### src/rtl/spi_sr_pkg.sv
// Shared constants and the status word layout for the status write controller.
package spi_sr_pkg;

    localparam int STAT_W     = 8;
    localparam int OP_W       = 8;
    localparam int ARM_BITS   = OP_W;
    localparam int WRITE_BITS = 2 * OP_W;

    localparam logic [OP_W-1:0] OP_ARM   = 8'h06;
    localparam logic [OP_W-1:0] OP_WRITE = 8'h01;

    // Bits of the status word that a status write may change.
    localparam logic [STAT_W-1:0] WR_MASK = 8'b1011_1100;
    localparam logic [STAT_W-1:0] RESET_STATUS = 8'h1C;

    typedef struct packed {
        logic       lock;
        logic       rsv;
        logic       tb;
        logic [2:0] bp;
        logic       wel;
        logic       busy;
    } status_t;

    typedef enum logic [1:0] {
        CMD_NONE  = 2'd0,
        CMD_ARM   = 2'd1,
        CMD_WRITE = 2'd2
    } cmd_e;

endpackage

### src/rtl/spi_sr_sync.sv
// Synchroniser chain for a vector of slow asynchronous inputs.
// Assumes each input level stays for at least two clk periods.
module spi_sr_sync #(
    parameter int              WIDTH   = 4,
    parameter int              STAGES  = 2,
    parameter logic [WIDTH-1:0] RST_VAL = '0
) (
    input  logic             clk,
    input  logic             rst_n,
    input  logic [WIDTH-1:0] d,
    output logic [WIDTH-1:0] q
);

    logic [STAGES-1:0][WIDTH-1:0] chain;

    for (genvar i = 0; i < STAGES; i++) begin : g_stage
        // Move each input one stage further along the chain.
        if (i == 0) begin : g_first
            always_ff @(posedge clk) begin
                if (!rst_n) chain[i] <= RST_VAL;
                else        chain[i] <= d;
            end
        end else begin : g_next
            always_ff @(posedge clk) begin
                if (!rst_n) chain[i] <= RST_VAL;
                else        chain[i] <= chain[i-1];
            end
        end
    end

    assign q = chain[STAGES-1];

endmodule

### src/rtl/spi_sr_edge.sv
// Rising-edge detector for synchronised single-bit signals.
// Assumes the input is already in the clk domain.
module spi_sr_edge #(
    parameter int              WIDTH   = 2,
    parameter logic [WIDTH-1:0] RST_VAL = '0
) (
    input  logic             clk,
    input  logic             rst_n,
    input  logic [WIDTH-1:0] lvl,
    output logic [WIDTH-1:0] rise
);

    logic [WIDTH-1:0] prev;

    // Keep the previous level so a low-to-high change can be seen.
    always_ff @(posedge clk) begin
        if (!rst_n) prev <= RST_VAL;
        else        prev <= lvl;
    end

    assign rise = lvl & ~prev;

endmodule

### src/rtl/spi_sr_shift.sv
// Serial input shifter and saturating bit counter for one frame.
// Assumes that sck_rise is a single-cycle pulse and that a deasserted
// chip enable ends the frame.
module spi_sr_shift #(
    parameter int FRAME_W = 16,
    parameter int CNT_W   = $clog2(FRAME_W + 2)
) (
    input  logic               clk,
    input  logic               rst_n,
    input  logic               sel,
    input  logic               sck_rise,
    input  logic               si,
    output logic [FRAME_W-1:0] frame,
    output logic [CNT_W-1:0]   count
);

    localparam logic [CNT_W-1:0] CNT_SAT = CNT_W'(FRAME_W + 1);

    // Shift data in MSB first, and clear the frame while not selected.
    always_ff @(posedge clk) begin
        if (!rst_n || !sel) begin
            frame <= '0;
        end else if (sck_rise) begin
            frame <= {frame[FRAME_W-2:0], si};
        end
    end

    // Count received bits. The count stops at FRAME_W+1, which marks an overlong frame.
    always_ff @(posedge clk) begin
        if (!rst_n || !sel) begin
            count <= '0;
        end else if (sck_rise && count != CNT_SAT) begin
            count <= count + 1'b1;
        end
    end

endmodule

### src/rtl/spi_sr_decode.sv
// Classifies a finished frame by its exact length and its opcode byte.
// Purely combinational. The result is used only on the clock where the
// frame ends.
module spi_sr_decode
    import spi_sr_pkg::*;
#(
    parameter int FRAME_W = WRITE_BITS,
    parameter int CNT_W   = $clog2(FRAME_W + 2)
) (
    input  logic [FRAME_W-1:0] frame,
    input  logic [CNT_W-1:0]   count,
    output cmd_e               cmd,
    output logic [OP_W-1:0]    data
);

    localparam logic [CNT_W-1:0] N_ARM   = CNT_W'(ARM_BITS);
    localparam logic [CNT_W-1:0] N_WRITE = CNT_W'(WRITE_BITS);

    // Match the length together with the opcode. Anything else is dropped.
    always_comb begin
        cmd = CMD_NONE;
        if (count == N_ARM && frame[OP_W-1:0] == OP_ARM) begin
            cmd = CMD_ARM;
        end else if (count == N_WRITE && frame[FRAME_W-1:OP_W] == OP_WRITE) begin
            cmd = CMD_WRITE;
        end
    end

    assign data = frame[OP_W-1:0];

endmodule

### src/rtl/spi_sr_status.sv
// Holds the status word and applies a command when chip enable rises.
// Assumes commit is a single-cycle pulse and wp_ok is the synchronised pin.
module spi_sr_status
    import spi_sr_pkg::*;
(
    input  logic              clk,
    input  logic              rst_n,
    input  logic              commit,
    input  cmd_e              cmd,
    input  logic [OP_W-1:0]   data,
    input  logic              wp_ok,
    output logic [STAT_W-1:0] status
);

    status_t cur;
    status_t nxt;
    logic    allow;

    // A write needs the latch, and either the pin high or the lock bit clear.
    assign allow = cur.wel && (wp_ok || !cur.lock);

    // Work out the next status word from the command that just ended.
    always_comb begin
        nxt = cur;
        if (commit) begin
            unique case (cmd)
                CMD_ARM: begin
                    nxt.wel = 1'b1;
                end
                CMD_WRITE: begin
                    if (allow) begin
                        nxt = status_t'((data & WR_MASK) | (cur & ~WR_MASK));
                    end
                    nxt.wel = 1'b0;
                end
                default: begin
                    nxt = cur;
                end
            endcase
        end
        nxt.busy = 1'b0;
        nxt.rsv  = 1'b0;
    end

    // Store the status word.
    always_ff @(posedge clk) begin
        if (!rst_n) cur <= status_t'(RESET_STATUS);
        else        cur <= nxt;
    end

    assign status = cur;

endmodule

### src/rtl/spi_sr_ctrl.sv
// Top level: samples the SPI pins, assembles frames and updates the status word.
// Assumes clk runs at least four times faster than sck, and that every pin
// level stays for at least two clk periods.
module spi_sr_ctrl
    import spi_sr_pkg::*;
#(
    parameter int SYNC_STAGES = 2,
    parameter int FRAME_W     = WRITE_BITS
) (
    input  logic              clk,
    input  logic              rst_n,
    input  logic              ce_n,
    input  logic              sck,
    input  logic              si,
    input  logic              wp_n,
    output logic [STAT_W-1:0] status,
    output logic              so_en
);

    localparam int CNT_W = $clog2(FRAME_W + 2);

    logic [3:0]         pins_s;
    logic               ce_n_s;
    logic               sck_s;
    logic               si_s;
    logic               wp_s;
    logic [1:0]         rises;
    logic               ce_rise;
    logic               sck_rise;
    logic [FRAME_W-1:0] frame;
    logic [CNT_W-1:0]   count;
    cmd_e               cmd;
    logic [OP_W-1:0]    data;
    logic               cmd_arm;
    logic               cmd_write;

    spi_sr_sync #(
        .WIDTH  (4),
        .STAGES (SYNC_STAGES),
        .RST_VAL(4'b1001)
    ) u_sync (
        .clk  (clk),
        .rst_n(rst_n),
        .d    ({wp_n, si, sck, ce_n}),
        .q    (pins_s)
    );

    assign ce_n_s = pins_s[0];
    assign sck_s  = pins_s[1];
    assign si_s   = pins_s[2];
    assign wp_s   = pins_s[3];

    spi_sr_edge #(
        .WIDTH  (2),
        .RST_VAL(2'b01)
    ) u_edge (
        .clk  (clk),
        .rst_n(rst_n),
        .lvl  ({sck_s, ce_n_s}),
        .rise (rises)
    );

    assign ce_rise  = rises[0];
    assign sck_rise = rises[1];

    spi_sr_shift #(
        .FRAME_W(FRAME_W),
        .CNT_W  (CNT_W)
    ) u_shift (
        .clk     (clk),
        .rst_n   (rst_n),
        .sel     (!ce_n_s),
        .sck_rise(sck_rise),
        .si      (si_s),
        .frame   (frame),
        .count   (count)
    );

    spi_sr_decode #(
        .FRAME_W(FRAME_W),
        .CNT_W  (CNT_W)
    ) u_decode (
        .frame(frame),
        .count(count),
        .cmd  (cmd),
        .data (data)
    );

    assign cmd_arm   = (cmd == CMD_ARM);
    assign cmd_write = (cmd == CMD_WRITE);

    spi_sr_status u_status (
        .clk   (clk),
        .rst_n (rst_n),
        .commit(ce_rise),
        .cmd   (cmd),
        .data  (data),
        .wp_ok (wp_s),
        .status(status)
    );

    // Neither command drives serial data out.
    assign so_en = 1'b0;

endmodule

### config.mk
export PLATFORM = sky130hd
export DESIGN_NAME = spi_sr_ctrl
export DESIGN_NICKNAME = d
export VERILOG_FILES = /design/src/rtl/spi_sr_pkg.sv /design/src/rtl/spi_sr_sync.sv /design/src/rtl/spi_sr_edge.sv /design/src/rtl/spi_sr_shift.sv /design/src/rtl/spi_sr_decode.sv /design/src/rtl/spi_sr_status.sv /design/src/rtl/spi_sr_ctrl.sv
export SDC_FILE = /design/constraint.sdc
export NUM_CORES = 1
export LEC_CHECK = 0
export ABC_AREA = 1
export BUFFER_PORTS_ARGS = -buffer_cell sky130_fd_sc_hd__buf_2
export CAP_MARGIN = 20
export CORE_MARGIN = 1.5
export CORE_UTILIZATION = 55
export DETAILED_ROUTE_END_ITERATION = 16
export PLACE_DENSITY = 0.71
export RECOVER_POWER = 25
export SLEW_MARGIN = 25
export SYNTH_ARGS = -nofsm -noshare
export SYNTH_HDL_FRONTEND = slang
export SYNTH_SLANG_ARGS = --single-unit
### constraint.sdc
create_clock -name clk -period 3 [get_ports clk]
set_clock_uncertainty 0.15 [all_clocks]
set_input_delay 0.6 -clock clk [delete_from_list [all_inputs] [get_ports clk]]
set_output_delay 0.6 -clock clk [all_outputs]
set_load 0.02 [all_outputs]
==> impl_metrics.tcl <==
set metrics [dict create \
    status "finished clean" \
    viasPerCell 4.94 \
    place.gp.congestion 0.781 \
    die_x_um 55.3 \
    cpPeakStageDelay_ps 510 \
    path_clk_slew_ps 110 \
    synth_edf_count 0 \
    pwr-share-clk 0.317 \
    hpwl_mm 1.84 \
    setup_viol 0 \
    start_kind "primary input" \
    ir_drop_mv 0.432 \
    switching_share 0.235 \
    root_buffer "clkbuf_4" \
    path_class "primary input to register" \
    dr.first_iter.drc_count 28 \
    clkLatencyLatePin_ps 330 \
    grt_max_degree 21 \
    worst_pin_slew_ps 652 \
    cp_common_cell "clkbuf_1" \
    hold_path_class "register to register" \
    grt_pass1_vias 1029 \
    netlist_top_cells_area "dfxtp_1 49%, nor2_1 6.8%, o21ai_0 6.3%, inv_1 5.8%, nand2_1 5.2%" \
    holdBufCountCts 0 \
    cts.sinks 37 \
    ys_seq_elements 37 \
    fin_setup_tns_ps 0 \
    syn_area_um2 1500 \
    antenna_cells 0 \
    die_h_um 55.3 \
    max_freq_ghz 0.502 \
    clk_path_buf_depth 2 \
    crit_chain "clkbuf_1, inv_1, nor2_1, clkbuf_1, o21ai_0, a21oi_1" \
    syn_inst 187 \
    io_pins 15 \
    grtUsageTotal 0.182 \
    whs_ps 273 \
    drive_above_1_share 0.155 \
    synth_warnings 0 \
    p_int_uw 595 \
    period_share 0.664 \
    cts_setup_buffers 0 \
    grt-ovfl-total 0 \
    numCtsBuffers 5 \
    synth_top_area_frac 0.493 \
    cts_resized 0 \
    io_buffers 11 \
    htree_levels 2 \
    total_leakage_power_nw 0.700 \
    drt_pass1_iterations 4 \
    pwr-share-seq 0.644 \
    hold_viol_final 0 \
    synth_seq_area_share 0.493 \
    wl_mm 2.53 \
    rsz0062_at_grt "false" \
    slew_headroom 0.565 \
    antenna_found_initial 0 \
    switchingPower_uw 182 \
    yosysMostFrequentCell "dfxtp_1" \
    ant_nets 0 \
    power_density_nw_per_um2 485 \
    syn_area_per_cell_um2 8.03 \
    synth_commonest_cells "37 x dfxtp_1, 27 x nor2_1, 23 x inv_1" \
    grt_pass1_wl_mm 4.35 \
    cp.arrival_ps 2110 \
    synth_ff_type "dfxtp_1" \
    crit_fanout 20 \
    vias 1137 \
    fin_nets 208 \
    synth_cell_types 25 \
    synthArstFlopShare 0 \
    drv_cap 0 \
    area_growth_pct 6.83 \
    row_count 18 \
    critPathRequiredTime_ps 3120 \
    core_area_um2 2520 \
    die-area_um2 3050 \
    post_drt_wl_per_cell_um 11.0 \
    drv_slew 0 \
    start_util 0.595 \
    rrSetupSlack_ps 1460 \
    end_kind "register" \
    synth_top_area_cell "dfxtp_1" \
    cts_tree "done" \
    drc 0 \
    cp_slowest_cell "clkbuf_1" \
    period_needed_ps 1990 \
    pwr-share-comb 0.039 \
]
[layer usage]
metal / share of wire / global-route usage / up-vias
li1: - / - / 612
met1: 0.48 / 0.227 / 496
met2: 0.45 / 0.272 / 20
met4: 0.027 / 0.108 / 0
met3: 0.036 / 0.0609 / 9
met5: 0 / 0 / -
[through the flow]
stage               instance area [µm²]  setup WS [ps]  cells  total power, mW  utilization
finish                             1600           1010    230            0.778        0.636
global route                       1600            771    230            0.814        0.636
CTS                                1610           1370    230            0.789        0.638
detailed placement                 1550           1290    222            0.543        0.616
global placement                   1550           1350    222            0.542        0.616
floorplan                          1510           1610    189            0.538            -
[power by group through the flow]
stage / clock (mW) / combinational, mW / sequential [mW]
after global routing: 0.277 / 0.0356 / 0.502
after CTS: 0.257 / 0.0315 / 0.501
after floorplan: 0 / 0.0271 / 0.511
after global placement: 0 / 0.0301 / 0.512
final: 0.246 / 0.0306 / 0.501
after detailed placement: 0 / 0.0314 / 0.512
[placed cells by master, fill, tap and decap left out]
cell type | Yosys | routed
xor2_1 | 1 | 1
clkinv_2 | 0 | 2
nand3_1 | 8 | 8
nand3_4 | 1 | 1
nor2_4 | 4 | 4
buf_2 | 2 | 10
nand4_1 | 6 | 6
ha_1 | 3 | 3
o21a_1 | 1 | 1
o21ai_0 | 19 | 19
clkinvlp_4 | 0 | 1
nor3_1 | 2 | 2
nand2_2 | 3 | 3
clkbuf_4 | 0 | 5
nor3b_1 | 1 | 1
a21oi_1 | 14 | 14
nor2_2 | 1 | 1
inv_1 | 23 | 23
conb_1 | 1 | 3
or2_2 | 4 | 4
clkbuf_1 | 2 | 2
dfxtp_1 | 37 | 37
xnor2_1 | 1 | 1
nor2_1 | 27 | 27
nand2_1 | 21 | 21
[critical path, delay by kind of cell]
kind,cells,cell delay [ps]
AOI/OAI and AO/OA,2,360
buffers and inverters,3,1020
and+or+nand+nor,1,110
[final cells by class]
class,instances,area [µm²]
Tap cell,30,37.5
Timing Repair Buffer,12,57.6
Fill cell,247,918
Clock buffer,5,37.5
Clock inverter,3,17.5
Sequential cell,37,741
Inverter,23,86.3
Multi-Input combinational cell,120,627
[final timing paths]
kind	cells past startpoint	to	startpoint
setup / recovery	6	u_shift.frame[2]	rst_n
setup reg to reg	5	u_shift.frame[9]	u_sync.q[1]
hold / removal	1	u_sync.q[0]	u_sync.chain[0]
hold reg to reg	1	u_sync.q[0]	u_sync.chain[0]
[logic make-up after synthesis]
family	share of synthesized area
other	0.00250
xor gates and xnor gates	0.0117
DFF	0.493
adders and majority gates	0.0250
AOI/OAI and AO/OA	0.115
buffers and inverters	0.0942
and+or+nand+nor	0.258
[flip-flops by register name, indices dropped and copies added, names as in the netlist]
name             count
u_shift.frame       16
u_status.status      6
u_shift.count        5
u_sync.chain         4
u_sync.q             4
u_edge.prev          2
No activity file was read; power rests on OpenSTA's default activity.
